<file path="src/rtl/idle_conv_pkg.sv">
package idle_conv_pkg;

    localparam int CG_W = 8;

    typedef logic [CG_W-1:0] cg_byte_t;

    typedef struct packed {
        logic     k;
        cg_byte_t d;
    } code_group_t;

    typedef enum logic {
        PH_EVEN = 1'b0,
        PH_ODD  = 1'b1
    } cg_phase_e;

    localparam cg_byte_t CG_COMMA   = 8'hBC; // K28.5
    localparam cg_byte_t CG_IDLE_N  = 8'hC5; // D5.6, neutral
    localparam cg_byte_t CG_IDLE_P  = 8'h50; // D16.2, ends negative
    localparam cg_byte_t CG_CFG_ONE = 8'hB5; // D21.5
    localparam cg_byte_t CG_CFG_TWO = 8'h42; // D2.2

    function automatic logic is_comma(input code_group_t cg);
        return cg.k && (cg.d == CG_COMMA);
    endfunction

    function automatic logic is_cfg_code(input cg_byte_t d);
        return (d == CG_CFG_ONE) || (d == CG_CFG_TWO);
    endfunction

    function automatic cg_byte_t idle_second(input logic disp_pos);
        return disp_pos ? CG_IDLE_P : CG_IDLE_N;
    endfunction

endpackage

</file>
<file path="src/rtl/idle_phase_track.sv">
module idle_phase_track
    import idle_conv_pkg::*;
(
    input  logic      clk,
    input  logic      rst,
    input  logic      adv,
    output cg_phase_e phase
);
    always_ff @(posedge clk) begin
        if (rst) begin
            phase <= PH_EVEN;
        end else if (adv) begin
            phase <= (phase == PH_EVEN) ? PH_ODD : PH_EVEN;
        end
    end
endmodule

</file>
<file path="src/rtl/idle_pair_detect.sv">
module idle_pair_detect
    import idle_conv_pkg::*;
#(
    parameter bit GUARD_CFG_CODES = 1'b1
)(
    input  logic        clk,
    input  logic        rst,
    input  logic        cg_valid,
    input  code_group_t cg,
    input  cg_phase_e   phase,
    input  logic        cfg_active,
    output logic        rewrite
);
    logic armed;
    logic code_guard;

    generate
        if (GUARD_CFG_CODES) begin : g_code_guard
            assign code_guard = is_cfg_code(cg.d);
        end else begin : g_no_code_guard
            assign code_guard = 1'b0;
        end
    endgenerate

    always_comb begin
        rewrite = cg_valid && armed && !cg.k && !cfg_active && !code_guard;
    end

    always_ff @(posedge clk) begin
        if (rst) begin
            armed <= 1'b0;
        end else if (cg_valid) begin
            armed <= (phase == PH_EVEN) && is_comma(cg);
        end
    end
endmodule

</file>
<file path="src/rtl/idle_out_stage.sv">
module idle_out_stage
    import idle_conv_pkg::*;
(
    input  logic        clk,
    input  logic        rst,
    input  logic        cg_valid,
    input  code_group_t cg,
    input  logic        rewrite,
    input  logic        disp_pos,
    output logic        o_valid,
    output code_group_t o_cg
);
    code_group_t next_cg;

    always_comb begin
        next_cg = cg;
        if (rewrite) begin
            next_cg.k = 1'b0;
            next_cg.d = idle_second(disp_pos);
        end
    end

    always_ff @(posedge clk) begin
        if (rst) begin
            o_valid <= 1'b0;
            o_cg    <= '0;
        end else begin
            o_valid <= cg_valid;
            if (cg_valid) begin
                o_cg <= next_cg;
            end
        end
    end
endmodule

</file>
<file path="src/rtl/idle_os_converter.sv">
module idle_os_converter
    import idle_conv_pkg::*;
#(
    parameter bit GUARD_CFG_CODES = 1'b1
)(
    input  logic                clk,
    input  logic                rst,
    input  logic                in_valid,
    input  logic                in_k,
    input  logic [CG_W-1:0]     in_data,
    input  logic                cfg_active,
    input  logic                rd_pos,
    output logic                out_valid,
    output logic                out_k,
    output logic [CG_W-1:0]     out_data
);
    code_group_t in_cg;
    code_group_t out_cg;
    cg_phase_e   phase;
    logic        rewrite;

    assign in_cg = '{k: in_k, d: in_data};

    idle_phase_track u_phase (
        .clk   (clk),
        .rst   (rst),
        .adv   (in_valid),
        .phase (phase)
    );

    idle_pair_detect #(.GUARD_CFG_CODES(GUARD_CFG_CODES)) u_detect (
        .clk        (clk),
        .rst        (rst),
        .cg_valid   (in_valid),
        .cg         (in_cg),
        .phase      (phase),
        .cfg_active (cfg_active),
        .rewrite    (rewrite)
    );

    idle_out_stage u_out (
        .clk      (clk),
        .rst      (rst),
        .cg_valid (in_valid),
        .cg       (in_cg),
        .rewrite  (rewrite),
        .disp_pos (rd_pos),
        .o_valid  (out_valid),
        .o_cg     (out_cg)
    );

    assign out_k    = out_cg.k;
    assign out_data = out_cg.d;
endmodule

</file>
<file path="config.mk">
export PLATFORM = sky130hd
export DESIGN_NAME = idle_os_converter
export DESIGN_NICKNAME = d
export VERILOG_FILES = /design/src/rtl/idle_conv_pkg.sv /design/src/rtl/idle_phase_track.sv /design/src/rtl/idle_pair_detect.sv /design/src/rtl/idle_out_stage.sv /design/src/rtl/idle_os_converter.sv
export SDC_FILE = /design/constraint.sdc
export NUM_CORES = 1
export LEC_CHECK = 0
export ABC_AREA = 1
export BUFFER_PORTS_ARGS = -buffer_cell sky130_fd_sc_hd__buf_2
export CELL_PAD_IN_SITES_DETAIL_PLACEMENT = 1
export CELL_PAD_IN_SITES_GLOBAL_PLACEMENT = 2
export CORE_MARGIN = 2
export CORE_UTILIZATION = 25
export DETAILED_ROUTE_END_ITERATION = 12
export PLACE_DENSITY = 0.87
export RECOVER_POWER = 50
export SLEW_MARGIN = 5
export SYNTH_ARGS = -nofsm -noshare
export SYNTH_HDL_FRONTEND = slang
export SYNTH_SLANG_ARGS = --single-unit
</file>
<file path="constraint.sdc">
create_clock -name clk -period 2.5 [get_ports clk]
set_input_delay 0.5 -clock clk [delete_from_list [all_inputs] [get_ports clk]]
set_output_delay 0.5 -clock clk [all_outputs]
set_load 0.1 [all_outputs]
</file>
==> results.cfg <==
[worst_setup_path]
critPathArrivalTime_ns = 1.98
r2r_slack_ns = 1.08
path_class = in -> reg
cp_max_fo = 15
rr_worst_depth = 8
required_ns = 2.73
critPathCaptureType = register
cp-start-kind = input pin

[place]
dpl_cell_area_um2 = 745.7
gp_congestion = 0.8212
dp_hpwl_mm = 1.288
portBuffers = 23
dpl.cell_count = 140

[clock_network]
clkLatencyLatePin_ns = 0.27
clk_pin_slew_ns = 0.08
cts_tree = yes
cts_hold_buffers = 0
cts.path.max_buffers = 2
cts_sinks = 12
h-tree-depth = 1
cts_root_buffer = clkbuf_4
numCtsBuffers = 3
cts_resized = 0
cts_setup_buffers = 0

[cells_and_area]
final_cells = 144
fin_util_pct = 33.46
nets = 131
area_growth_pct = 24.84
antennaDiodeCount = 0
drive_gt1_share_pct = 25.00
nFillCells = 322
final_common_cell = nand2_1
mostFrequentLayoutCells = nand2_1, buf_2, inv_1
final_cell_area_um2 = 754.5

[timing]
setup_viol = 0
hold_viol = 0
skew_ns = 0.007357
layout_worst_path_cycle_share_pct = 69.93
tightestPinTransition_ns = 0.5723
fmax_ghz = 0.5720
finalMaxSlewViolations = 0
fin_crit_ns = 1.748
rsz0062_at_grt = no
maxSlewHeadroom_pct = 61.85
finalSetupTns_ns = 0

[synth]
yosys_warnings = 0
synth_area_leader_cell = dfxtp_1
syn_area_um2 = 604.3
yosysTopAreaCellShare_pct = 39.75
syn_nets = 105
avgSynthCellArea_um2 = 6.641
synth_top_cells_by_area = dfxtp_1, nand2_1, inv_1
synthDistinctLibCells = 19
ys_ff_latch = 12
syn_inst = 91
seq_area_frac_synth_pct = 39.75

[drt]
via_per_inst = 4.375
first_iter_violations = 2
drtPass1Iterations = 2
vias = 630
met1Wirelength_um = 759
routed.top_layer = met4
final_antenna_net_count = 0
routed_wl_mm = 1.573
wl_met2_um = 681
wl_met3_um = 104
drt-wirelength-per-cell_um = 10.92
route.detailed.drc = 0

[grt]
grt_pass1_wl_mm = 2.656
grt_max_degree = 16
grt_pass1_vias = 620
antenna_found_initial = 0
grtUsageTotal_pct = 13.52
grt_overflow = 0

[floorplanning]
die_x_um = 53.17
io_pins = 24
rows = 17
core-area_mm2 = 0.002255
die_h_um = 53.17
start_util_pct = 26.80
fp.dieArea_mm2 = 0.002827

[worst_hold_path]
hp-class = reg -> reg
whs_path_depth = 2

[outcome]
outcome = finished, final reports clean

[job]
max_cap_violations = 0

[power_and_ir_drop]
power.density_mw_per_mm2 = 662.1
peakVddDrop_uv = 278.8
total_power_mw = 0.4996
p_leak_nw = 0.4171
flip-flops by register name, indices dropped and copies added, names as in the netlist:
signal / count
u_out.o_cg: 9
u_detect.armed: 1
u_out.o_valid: 1
u_phase.phase: 1
worst max-delay path, stage by stage:
cell and delay, ns:
clkbuf_1 0.43, nand2_2 0.08, nor3_1 0.21, nand3_1 0.35
nor2_4 0.16, nor2_1 0.07, nand2_1 0.07, nand2_1 0.05
inv_1 0.05
cells in the mapped netlist, drive strengths merged:
master,instances
o21ai,4
a21oi,7
nand2,29
buf,1
nand4,2
nor2,15
inv,15
nand3,2
nor3,2
a31oi,1
clkbuf,1
dfxtp,12
layer usage:
layer	global-route usage, %	up-vias
met1	16.78	276
met4	6.410	0
met5	0	-
met3	3.672	5
li1	-	328
met2	21.46	21
cells by family after synthesis:
family,share of synthesized area [%]
buffers and inverters,10.76
AND/OR/NAND/NOR,38.72
AO/OA/AOI/OAI,10.77
flip-flops,39.75
stage by stage:
stage / hold WS, ns / worst slack, ns
floorplan: 0.4439 / 1.075
global placement: 0.4474 / 0.9442
detailed placement: 0.4640 / 0.8924
CTS: 0.4813 / 0.9361
global route: 0.4977 / 0.5201
finish: 0.4788 / 0.7517
final cells by class:
type                    instances  area [um^2]  share of cell area [%]
clock buffers                   4        36.28                   4.809
multi-input cells              62        272.8                   36.15
inverters                      15        56.30                   7.463
flip-flops and latches         12        240.2                   31.84
well taps                      28        35.03                   4.643
repair buffers                 23        113.9                   15.09
report_power, final:
group | internal (mW) | switching, mW
clock | 0.0886 | 0.0662
combinational | 0.0264 | 0.111
sequential | 0.203 | 0.00481
path summary, 6_finish.rpt:
path                          startpoint                    endpoint
min           u_out.o_cg[8]$_SDFFE_PP0P_  u_out.o_cg[8]$_SDFFE_PP0P_
max reg2reg  u_detect.armed$_SDFFE_PP0P_  u_out.o_cg[2]$_SDFFE_PP0P_
min reg2reg   u_out.o_cg[8]$_SDFFE_PP0P_  u_out.o_cg[8]$_SDFFE_PP0P_
max                             in_valid  u_out.o_cg[2]$_SDFFE_PP0P_
Note: power is estimated with default switching activity, not from simulation.
